**src/rtl/seg_xlate_pkg.sv**
```systemverilog
package seg_xlate_pkg;
  localparam int SEG_W       = 16;
  localparam int ADDR_W      = 32;
  localparam int REAL_W      = 20;
  localparam int DLIM_W      = 20;
  localparam int DACC_W      = 8;
  localparam int SEL_TI_BIT  = 2;
  localparam int SEL_IDX_LSB = 3;

  typedef enum logic [1:0] {
    FLT_NONE   = 2'd0,
    FLT_NULL   = 2'd1,
    FLT_ABSENT = 2'd2,
    FLT_LIMIT  = 2'd3
  } flt_e;

  typedef struct packed {
    logic [ADDR_W-1:0] base;
    logic [DLIM_W-1:0] limit;
    logic [DACC_W-1:0] acc;
  } desc_t;
endpackage

```
**src/rtl/seg_desc_table.sv**
```systemverilog
module seg_desc_table
  import seg_xlate_pkg::*;
#(
  parameter int IDX_W = 3
) (
  input  logic             clk,
  input  logic             rst_n,
  input  logic             we,
  input  logic [IDX_W-1:0] widx,
  input  desc_t            wdesc,
  input  logic [IDX_W-1:0] ridx,
  output desc_t            rdesc
);
  localparam int ENTRIES = 1 << IDX_W;

  desc_t mem_q [ENTRIES];

  for (genvar g = 0; g < ENTRIES; g++) begin : g_ent
    logic ent_en;
    assign ent_en = we && (widx == IDX_W'(g));
    always_ff @(posedge clk or negedge rst_n) begin
      if (!rst_n)      mem_q[g] <= '0;
      else if (ent_en) mem_q[g] <= wdesc;
    end
  end

  assign rdesc = mem_q[ridx];
endmodule

```
**src/rtl/seg_xlate_calc.sv**
```systemverilog
module seg_xlate_calc
  import seg_xlate_pkg::*;
#(
  parameter int IDX_W    = 3,
  parameter int PRES_BIT = 7
) (
  input  logic              prot,
  input  logic              wide,
  input  logic [SEG_W-1:0]  seg,
  input  logic [ADDR_W-1:0] off,
  input  desc_t             desc,
  output logic [ADDR_W-1:0] addr,
  output flt_e              code
);
  localparam int HI_LSB = SEL_IDX_LSB + IDX_W;

  logic [REAL_W-1:0] real_sum;
  logic [ADDR_W-1:0] off_eff;
  logic              is_null, out_rng, absent, over;

  always_comb begin
    real_sum = {seg, 4'b0000} + {{(REAL_W-16){1'b0}}, off[15:0]};
    off_eff  = wide ? off : {{(ADDR_W-16){1'b0}}, off[15:0]};
    is_null  = (seg[SEG_W-1:SEL_TI_BIT] == '0);
    out_rng  = (seg[SEG_W-1:HI_LSB] != '0);
    absent   = !desc.acc[PRES_BIT];
    over     = off_eff > {{(ADDR_W-DLIM_W){1'b0}}, desc.limit};

    if (!prot)        code = FLT_NONE;
    else if (is_null) code = FLT_NULL;
    else if (out_rng) code = FLT_LIMIT;
    else if (absent)  code = FLT_ABSENT;
    else if (over)    code = FLT_LIMIT;
    else              code = FLT_NONE;

    if (!prot)                 addr = {{(ADDR_W-REAL_W){1'b0}}, real_sum};
    else if (code == FLT_NONE) addr = desc.base + off_eff;
    else                       addr = '0;
  end
endmodule

```
**src/rtl/seg_xlate.sv**
```systemverilog
module seg_xlate
  import seg_xlate_pkg::*;
#(
  parameter int IDX_W    = 3,
  parameter int PRES_BIT = 7
) (
  input  logic                    clk,
  input  logic                    rst_n,
  input  logic                    tbl_we,
  input  logic                    tbl_sel,
  input  logic [IDX_W-1:0]        tbl_idx,
  input  logic [ADDR_W-1:0]       tbl_base,
  input  logic [DLIM_W-1:0]       tbl_limit,
  input  logic [DACC_W-1:0]       tbl_acc,
  input  logic                    req_valid,
  output logic                    req_ready,
  input  logic                    req_prot,
  input  logic                    req_wide,
  input  logic [SEG_W-1:0]        req_seg,
  input  logic [ADDR_W-1:0]       req_off,
  output logic                    rsp_valid,
  input  logic                    rsp_ready,
  output logic [ADDR_W-1:0]       rsp_addr,
  output logic [1:0]              rsp_code
);
  localparam int NTBL = 2;

  desc_t wdesc;
  desc_t rdesc [NTBL];
  desc_t sel_desc;

  assign wdesc = '{base: tbl_base, limit: tbl_limit, acc: tbl_acc};

  for (genvar t = 0; t < NTBL; t++) begin : g_tbl
    logic t_we;
    assign t_we = tbl_we && (tbl_sel == 1'(t));
    seg_desc_table #(.IDX_W(IDX_W)) u_tbl (
      .clk   (clk),
      .rst_n (rst_n),
      .we    (t_we),
      .widx  (tbl_idx),
      .wdesc (wdesc),
      .ridx  (req_seg[SEL_IDX_LSB +: IDX_W]),
      .rdesc (rdesc[t])
    );
  end

  assign sel_desc = rdesc[req_seg[SEL_TI_BIT]];

  logic [ADDR_W-1:0] calc_addr;
  flt_e              calc_code;

  seg_xlate_calc #(.IDX_W(IDX_W), .PRES_BIT(PRES_BIT)) u_calc (
    .prot (req_prot),
    .wide (req_wide),
    .seg  (req_seg),
    .off  (req_off),
    .desc (sel_desc),
    .addr (calc_addr),
    .code (calc_code)
  );

  // response slot: next-state and register
  logic              accept;
  logic              vld_d, vld_q;
  logic [ADDR_W-1:0] addr_d, addr_q;
  flt_e              code_d, code_q;
  logic              load_en;

  assign req_ready = !vld_q || rsp_ready;
  assign accept    = req_valid && req_ready;

  always_comb begin
    vld_d   = vld_q;
    load_en = accept;
    addr_d  = calc_addr;
    code_d  = calc_code;
    if (accept)         vld_d = 1'b1;
    else if (rsp_ready) vld_d = 1'b0;
  end

  always_ff @(posedge clk or negedge rst_n) begin
    if (!rst_n) vld_q <= 1'b0;
    else        vld_q <= vld_d;
  end

  always_ff @(posedge clk or negedge rst_n) begin
    if (!rst_n) begin
      addr_q <= '0;
      code_q <= FLT_NONE;
    end else if (load_en) begin
      addr_q <= addr_d;
      code_q <= code_d;
    end
  end

  assign rsp_valid = vld_q;
  assign rsp_addr  = addr_q;
  assign rsp_code  = code_q;

  AST_REAL_WINDOW: assert property (@(posedge clk) disable iff (!rst_n)
    (req_valid && req_ready && !req_prot) |=> (rsp_valid && rsp_addr[ADDR_W-1:REAL_W] == '0 && rsp_code == 2'd0));
  AST_NULL_SEL: assert property (@(posedge clk) disable iff (!rst_n)
    (req_valid && req_ready && req_prot && req_seg[SEG_W-1:SEL_TI_BIT] == '0) |=> (rsp_code == 2'd1));
  AST_FAULT_NO_ADDR: assert property (@(posedge clk) disable iff (!rst_n)
    (rsp_valid && rsp_code != 2'd0) |-> (rsp_addr == '0));
  AST_HOLD_STALL: assert property (@(posedge clk) disable iff (!rst_n)
    (rsp_valid && !rsp_ready) |=> (rsp_valid && $stable(rsp_addr) && $stable(rsp_code)));
  AST_ACCEPT_SHOWS: assert property (@(posedge clk) disable iff (!rst_n)
    (req_valid && req_ready) |=> rsp_valid);
  AST_RANGE_SEL: assert property (@(posedge clk) disable iff (!rst_n)
    (req_valid && req_ready && req_prot && req_seg[SEG_W-1:SEL_IDX_LSB+IDX_W] != '0) |=> (rsp_code == 2'd3));
endmodule

```
**config.mk**
```make
export PLATFORM = sky130hd
export DESIGN_NAME = seg_xlate
export DESIGN_NICKNAME = d
export VERILOG_FILES = /design/src/rtl/seg_xlate_pkg.sv /design/src/rtl/seg_desc_table.sv /design/src/rtl/seg_xlate_calc.sv /design/src/rtl/seg_xlate.sv
export SDC_FILE = /design/constraint.sdc
export NUM_CORES = 1
export LEC_CHECK = 0
export ABC_AREA = 1
export BUFFER_PORTS_ARGS = -buffer_cell sky130_fd_sc_hd__buf_2
export CAP_MARGIN = 25
export CORE_MARGIN = 2
export CORE_UTILIZATION = 52
export CTS_CLUSTER_DIAMETER = 200
export DETAILED_ROUTE_END_ITERATION = 7
export PLACE_DENSITY_LB_ADDON = 0.1
export SYNTH_ARGS = -nofsm -noshare
export SYNTH_HDL_FRONTEND = slang
export SYNTH_HIERARCHICAL = 1
export SYNTH_SLANG_ARGS = --single-unit
```
**constraint.sdc**
```tcl
create_clock -name clk -period 2.54 [get_ports clk]
set_input_delay 0 -clock clk [delete_from_list [all_inputs] [get_ports clk]]
set_output_delay 0 -clock clk [all_outputs]
set_load 0.03 [all_outputs]
```
# Yosys cells after proc, flatten, opt, wreduce, memory -nomap -nowiden
# Cells that the tools add are included.
dict set report word_totals {
  ff_bits 995
  latchBits 0
  ramBits 0
  mem_bits_ro 0
  in_bits 119
  out_inout_bits 36
  wordCells 111
  memories 0
}
dict set report op_classes {
  n_addsub 2
  n_mul 0
  n_div 0
  order_cmp 3
  n_eq_ne 7
  n_shift 0
  muxes 19
  bitwise 3
  reduce_logical 26
}
# operator count
set ops {}
lappend ops {{$mux W60} 7}
lappend ops {{$bmux W60 S3} 2}
lappend ops {{$mux W32} 3}
lappend ops {{$add A32 B32 Y32} 1}
lappend ops {{$gt A32 B20 Y1} 1}
lappend ops {{$add A20 B16 Y20} 1}
lappend ops {{$logic_and A1 B1 Y1} 19}
lappend ops {{$logic_not A14 Y1} 1}
lappend ops {{$eq A3 B3 Y1 const B} 4}
lappend ops {{$mux W2} 5}
lappend ops {{$reduce_bool A10 Y1} 1}
lappend ops {{$eq A3 B2 Y1 const B} 2}
lappend ops {{$ge A4 B4 Y1 const B} 1}
lappend ops {{$not A3 Y4} 1}
lappend ops {{$eq A3 B1 Y1 const B} 1}
lappend ops {{$logic_not A3 Y1} 1}
lappend ops {{$ge A2 B2 Y1 const B} 1}
lappend ops {{$logic_not A2 Y1} 1}
lappend ops {{$mux W1} 2}
lappend ops {{$not A1 Y2} 1}
lappend ops {{$reduce_bool A2 Y1} 1}
lappend ops {{$logic_not A1 Y1} 1}
lappend ops {{$logic_or A1 B1 Y1} 1}
lappend ops {{$not A1 Y1} 1}

# Longest topological paths before layout
# Gate-level depths: netlist (run 1).
dict set report depth {
  ltp_word 16
  depth_mapped 32
  mapped_depth_nobuf 27
}

# Hierarchy
# The synthesis (run 1) kept the hierarchy.
# mod n_inst cells_per_inst area_each_um2 seq_area_each_um2
set by_module_without_submodules {}
lappend by_module_without_submodules {seg_desc_table 2 3216 23478.8 12011.5}
lappend by_module_without_submodules {seg_xlate_calc 1 660 3648.5 0.0}
lappend by_module_without_submodules {seg_xlate 1 348 2289.7 875.8}

# Least setup slack after synthesis (run 1)
# No wires, ideal clock.
dict set report synth_path {
  path_type {input to register}
  startpoint {in req_seg[3]}
  endpoint {reg addr_q[18] (netlist: rsp_addr[18])}
  setup_time_ns 0.065
  arrival_time_ns 2.555
  required_time_ns 2.475
  path_slack_ns -0.081
  cell_stages 26
  path_buffers 3
  path_cell_list {buf_2 > inv_2 > buf_2 > buf_2 > nand2_1 > nand3_1 > nand2_1 > nand2_1 > nand2_1 > nand2_1 > o21ai_1 > ha_1 > fa_1 > nand3_1 > nand3_1 > inv_1 > o21bai_1 > nand2_1 > nand2_1 > nand2_1 > nand2_1 > xor2_1 > nand3b_1 > nand2_1 > nand3_1 > nand2_1}
}
# element line
set synth_lines {}
lappend synth_lines {{start, declared} seg_xlate.sv:19} ;# input logic [SEG_W-1:0] req_seg,
lappend synth_lines {{end signal, assigned} seg_xlate.sv:92} ;# addr_q <= addr_d;
lappend synth_lines {{end, declared} seg_xlate.sv:66} ;# logic [ADDR_W-1:0] addr_d, addr_q;

==> impl_metrics.env, run 1 <==
export IMPL_routed_wl_um=146000
export IMPL_grt_max_degree=107
export IMPL_cp_max_fo=12
export IMPL_io_pins=155
export IMPL_endpoint="rsp_addr[4]$_DFFE_PN0P_"
export IMPL_initial_utilization_pct=52.7
export IMPL_grt_pass1_wl_um=230000
export IMPL_rows=110
export IMPL_portBuffers=147
export IMPL_cp_data_required_time_ns=3.13
export IMPL_crit_family="simple AND/OR/NAND/NOR gates"
export IMPL_cts_tree="done"
export IMPL_viasPerCell=5.19
export IMPL_p_leak_nw=31.1
export IMPL_highest_layer="met5"
export IMPL_cts_buffers=96
export IMPL_status="finished with violations"
export IMPL_place_congestion=0.921
export IMPL_fill_cells=8122
export IMPL_clk_pin_slew_ns=0.06
export IMPL_worstSetupStartpointType="register"
export IMPL_ir_drop_uv=597
export IMPL_dpl_hpwl_um=93700
export IMPL_antenna_found_initial=7
export IMPL_powerDensity_nw_per_um2=747
export IMPL_path_class="reg -> reg"
export IMPL_setup_ws_ns=-0.422
export IMPL_die_h_um=307
export IMPL_die_w_um=307
export IMPL_wl_per_cell_um=17.6
export IMPL_htree_levels=3
export IMPL_post_route_util_pct=63.4
export IMPL_period_share_pct=117
export IMPL_avgSynthCellArea_um2=7.08
export IMPL_overflow=0
export IMPL_max_cap_violations=0
export IMPL_setup_viol=34
export IMPL_power_total_mw=42.7
export IMPL_drtPass1Iterations=6
export IMPL_met1_length_um=66300
export IMPL_grt_pass1_vias=41400
export IMPL_final_cells=8312
export IMPL_num_nets_final=7244
export IMPL_dp_worst_setup_slack_ns=-0.816
export IMPL_syn_nets=6899
export IMPL_worst_pin_slew_ns=0.790
export IMPL_critPathLaunch="g_tbl[0].u_tbl/mem_q[202]$_DFFE_PN0P_"
export IMPL_grt_use_total_pct=31.3
export IMPL_clock_fmax_mhz=338
export IMPL_max_slew_margin_pct=47.3
export IMPL_crit_path_frequent_cell="nand2_1"
export IMPL_r2r_slack_ns=-0.42
export IMPL_skew_ns=0.0267
export IMPL_slew_violations=0
export IMPL_cp_slowest_cell="dfrtp_1"
export IMPL_area_growth_pct=20.2
export IMPL_placedCellCount=8018
export IMPL_crit_path_end_kind="register"
export IMPL_hold_viol=0
export IMPL_worst_path_stages=26
export IMPL_min_delay_start="req_seg[11]"
export IMPL_num_vias=43100
export IMPL_clock_sinks=883
export IMPL_r2r_cells=26
export IMPL_rsz0062_at_grt="yes"
export IMPL_ys_warn_count=6
export IMPL_drive_gt1_share_pct=13.6
export IMPL_max_stage_delay_ns=0.35
export IMPL_wl_met3_um=10800
export IMPL_hp_class="in -> reg"
export IMPL_netlist_area_um2=47600
export IMPL_cp_data_arrival_time_ns=3.56
export IMPL_min_period_ns=2.96
export IMPL_drc=0
export IMPL_rr_startpoint="g_tbl[0].u_tbl/mem_q[202]$_DFFE_PN0P_"
export IMPL_synthCells=6719
export IMPL_cts_buffer_depth=3
export IMPL_die_area_um2=94000
export IMPL_wl_met2_um=65200
export IMPL_clk_insertion_delay_late_ns=0.68
export IMPL_postRouteAntennaNets=0
export IMPL_core_um2=90300
export IMPL_r2r_end="rsp_addr[4]$_DFFE_PN0P_"
export IMPL_drt_initial_drc_count=3919
export IMPL_clockRootBuffer="clkbuf_16"
export IMPL_path_buf_inv=5
export IMPL_num_antenna_cells=0
export IMPL_violations="setup timing"
repair_timing:
| action | in CTS | in global routing |
|---|---|---|
| gates cloned | 3 | 1 |
| buffers inserted | 34 | 11 |
| hold endpoints to repair | 1611 | 0 |
| pin swaps | 55 | 57 |
| hold buffers | 79 | 0 |
| gates resized for setup | 86 | 89 |
| endpoints found under the setup margin | 34 | 35 |
stage by stage:
step	cell area [um2]	setup TNS (ns)	hold slack, ns
floorplan	47600	0	-0.296
global placement	52100	-26.50	-0.0228
detailed placement	52100	-25.79	-0.0245
CTS	56800	-13.20	0.000962
global route	57200	-19.49	0.0638
finish	57200	-12.97	0.0301
power by group:
part	leakage [nW]	switching, mW	internal [mW]
sequential	11.2	1.38	16.9
clock	1.57	5.79	8.36
combinational	18.4	5.94	4.34
total	31.1	13.1	29.6
sequential cells by signal (all words and copies together), names as in the netlist:
signal,flops
rsp_code,2
rsp_valid,1
rsp_addr,32
g_tbl.u_tbl/mem_q,848
cell type report:
type	instances	area [um2]	share of cell area, %
sequential	883	22100	38.6
tap	1176	1470	2.57
clock buffer	144	2870	5.01
multi-input combinational	4290	20000	34.9
inverter	1122	4230	7.39
timing repair buffer	671	6260	10.9
clock inverter	26	312	0.545
layout by cell type, fill, tap and decap left out, drive strengths merged, types with 7 or more instances in the layout:
cell type	n
dfrtp	883
inv	1122
nor2	82
dlygate4sd3	78
o21ai	931
nor3	10
clkbuf	146
clkinv	18
nand4	7
o21bai	8
ha	59
a21oi	57
nand3	525
nand2	2555
buf	591
nand3b	7
xor2	19
worst register-to-register path, stage by stage (launching register included):
cell and delay [ns]:
dfrtp_1 0.35, inv_1 0.05, nand2_1 0.07, nand3_2 0.07
nand2_1 0.07, nand2_1 0.05, nand2_1 0.06, inv_2 0.05
o21ai_2 0.16, inv_1 0.08, ha_1 0.31, nand2_2 0.09
inv_2 0.05, o21ai_1 0.06, nand2_1 0.10, nor2_4 0.17
nand2_4 0.10, nand2_4 0.07, nand2_4 0.07, nand2_1 0.11
nand3_2 0.09, nand2_4 0.17, buf_12 0.17, nand3_2 0.07
nand2_1 0.07, nand3_1 0.09, nand2_1 0.10
layer usage:
| metal | GRT usage, % | up-vias |
|---|---|---|
| met1 | 44.4 | 20400 |
| met3 | 5.91 | 242 |
| li1 | - | 21200 |
| met4 | 8.64 | 8 |
| met2 | 49.3 | 1288 |
| met5 | 0 | - |
worst min-delay path by stage:
stage	slack [ns]	to	cells after the start
floorplan	-0.30	g_tbl[0].u_tbl/mem_q[100]$_DFFE_PN0P_	0
CTS	0.001	rsp_addr[15]$_DFFE_PN0P_	6
detailed placement	-0.02	g_tbl[1].u_tbl/mem_q[474]$_DFFE_PN0P_	1
global placement	-0.02	g_tbl[1].u_tbl/mem_q[474]$_DFFE_PN0P_	1
finish	0.03	rsp_addr[15]$_DFFE_PN0P_	6
global route	0.06	rsp_addr[5]$_DFFE_PN0P_	7
(Power assumes the default switching activity.)
==> run 2: changes to the inputs <==
==> constraint.sdc (replaced) <==
create_clock -name clk -period 3.3 [get_ports clk]
set_input_delay 0 -clock clk [delete_from_list [all_inputs] [get_ports clk]]
set_output_delay 0 -clock clk [all_outputs]
set_load 0.03 [all_outputs]
==> run 2 against run 1 <==
Effect of this change:
- the flow now finishes without violations
- first-iteration DRC count is 3.3% higher
- setup slack better by 0.66 ns
- critical path depth is 3 lower
- critical endpoint is now rsp_addr[26]$_DFFE_PN0P_
- largest cell class unchanged
- highest routed layer is now met4
==> impl_metrics.env, run 2 (synthesis gave the netlist of run 1 again) <==
export IMPL_status="finished, final reports clean"
export IMPL_area_growth_pct=14.6
export IMPL_hp_class="in -> reg"
export IMPL_ir_drop_uv=470
export IMPL_clk_pin_slew_ns=0.06
export IMPL_place_congestion=0.921
export IMPL_antenna_found_initial=0
export IMPL_setup_ws_ns=0.236
export IMPL_die_h_um=307
export IMPL_netSwitchingFraction_pct=30.7
export IMPL_slew_violations=0
export IMPL_die_area_um2=94000
export IMPL_clockRootBuffer="clkbuf_16"
export IMPL_drtPass1Iterations=6
export IMPL_overflow=0
export IMPL_htree_levels=3
export IMPL_period_share_pct=92.9
export IMPL_drc=0
export IMPL_grt_pass1_vias=40400
export IMPL_num_nets_final=7045
export IMPL_setup_viol=0
export IMPL_grt_max_degree=128
export IMPL_cp_max_fo=8
export IMPL_skew_ns=0.0254
export IMPL_cp_data_required_time_ns=3.89
export IMPL_power_total_mw=32.0
export IMPL_max_slew_margin_pct=40.6
export IMPL_final_cell_mix="2532 x nand2_1, 1109 x inv_1, 883 x dfrtp_1"
export IMPL_pwr_share_seq_pct=44.0
export IMPL_power_frac_comb_pct=22.2
export IMPL_rows=110
export IMPL_post_route_util_pct=60.4
export IMPL_worstSetupStartpointType="register"
export IMPL_initial_utilization_pct=52.7
export IMPL_switchingPower_mw=9.82
export IMPL_viasPerCell=5.20
export IMPL_die_w_um=307
export IMPL_final_common_cell="nand2_1"
export IMPL_postRouteAntennaNets=0
export IMPL_clock_sinks=883
export IMPL_p_leak_nw=29.8
export IMPL_clock_fmax_mhz=326
export IMPL_dp_worst_setup_slack_ns=-0.0626
export IMPL_num_vias=42200
export IMPL_regMostFlops="g_tbl.u_tbl/mem_q"
export IMPL_io_pins=155
export IMPL_cp_data_arrival_time_ns=3.65
export IMPL_drt_initial_drc_count=4049
export IMPL_largest_reg_flops=848
export IMPL_clk_insertion_delay_late_ns=0.68
export IMPL_cts_buffer_depth=3
export IMPL_portBuffers=147
export IMPL_hold_viol=0
export IMPL_powerDensity_nw_per_um2=587
export IMPL_cts_buffers=98
export IMPL_dpl_hpwl_um=90300
export IMPL_rsz0062_at_grt="yes"
export IMPL_crit_path_end_kind="register"
export IMPL_internal_power_mw=22.2
export IMPL_wl_per_cell_um=17.6
export IMPL_grt_use_total_pct=30.9
export IMPL_core_um2=90300
export IMPL_min_period_ns=3.06
export IMPL_worst_pin_slew_ns=0.882
export IMPL_clockPowerShare_pct=33.8
export IMPL_max_cap_violations=0
export IMPL_grt_pass1_wl_um=228000
export IMPL_cts_tree="done"
export IMPL_path_class="reg -> reg"
export IMPL_drive_gt1_share_pct=9.90
export IMPL_whs_ns=0.0386
export IMPL_routed_wl_um=143000
-- run 2: per-layer routing --
metal  up-vias  part of all wire (%)  GRT usage [%]
met1     19900                    48           47.0
met3       164                   6.8           3.41
met2      1313                    44           47.8
met5         -                     0              0
met4         0                   1.6           6.34
li1      20800                     -              -
-- run 2: cell type report --
cell class / instances / area (um2)
Timing Repair Buffer: 470 / 4130
Clock buffer: 152 / 2980
Clock inverter: 21 / 198
Fill cell: 8564 / 35700
Inverter: 1122 / 4230
Antenna cell: 1 / 2.50
Sequential cell: 883 / 22100
Multi-Input combinational cell: 4290 / 19400
Tap cell: 1176 / 1470
-- run 2: worst max-delay path, stage by stage, from the launching register on --
cell     delay [ns]
dfrtp_1        0.32
inv_1          0.06
nand2_1        0.07
nand3_1        0.07
nand2_1        0.07
nand2_1        0.04
nand2_1        0.07
inv_1          0.05
o21ai_0        0.19
inv_1          0.10
ha_1           0.30
nand2_1        0.06
inv_1          0.07
nand3_1        0.09
nor3_2         0.24
nand3_2        0.22
nand3_4        0.16
nand2_4        0.08
nor2_8         0.20
buf_12         0.14
nand3_1        0.06
nor2_1         0.13
nand3_1        0.09
nand2_1        0.10
-- run 2: what timing repair did --
item / CTS / global route
setup endpoints to repair: 0 / 33
endpoints found under the hold margin: 1411 / 0
hold buffers: 78 / 0
buffers inserted: 0 / 1
gates resized for setup: 0 / 40
-- run 2: path summary, 6_finish.rpt --
path	from	to	slack [ns]	cells after the start
setup / recovery	g_tbl[0].u_tbl/mem_q[11]$_DFFE_PN0P_	rsp_addr[26]$_DFFE_PN0P_	0.24	23
hold / removal	req_seg[6]	rsp_addr[10]$_DFFE_PN0P_	0.04	6
setup reg to reg	g_tbl[0].u_tbl/mem_q[11]$_DFFE_PN0P_	rsp_addr[26]$_DFFE_PN0P_	0.24	23
hold reg to reg	rsp_addr[24]$_DFFE_PN0P_	rsp_addr[24]$_DFFE_PN0P_	0.46	2
max in group asynchronous	rst_n	g_tbl[1].u_tbl/mem_q[457]$_DFFE_PN0P_	2.46	4
min in group asynchronous	rst_n	g_tbl[1].u_tbl/mem_q[226]$_DFFE_PN0P_	0.12	3
-- run 2: metrics by stage --
step | std cells | area, um2 | TNS (ns)
finish | 8115 | 54500 | 0
global route | 8114 | 54500 | -0.173
CTS | 8113 | 54400 | 0
detailed placement | 7862 | 50400 | -0.715
global placement | 7862 | 50400 | 0
floorplan | 6719 | 47600 | 0
-- run 2: power groups by stage --
stage	logic (mW)	registers, mW	clock network [mW]
after floorplan	4.71	14.1	0
after global placement	6.79	14.2	0
after CTS	7.05	14.1	11.0
final	7.09	14.1	10.8
after global routing	8.23	14.4	11.5
after detailed placement	6.92	14.2	0
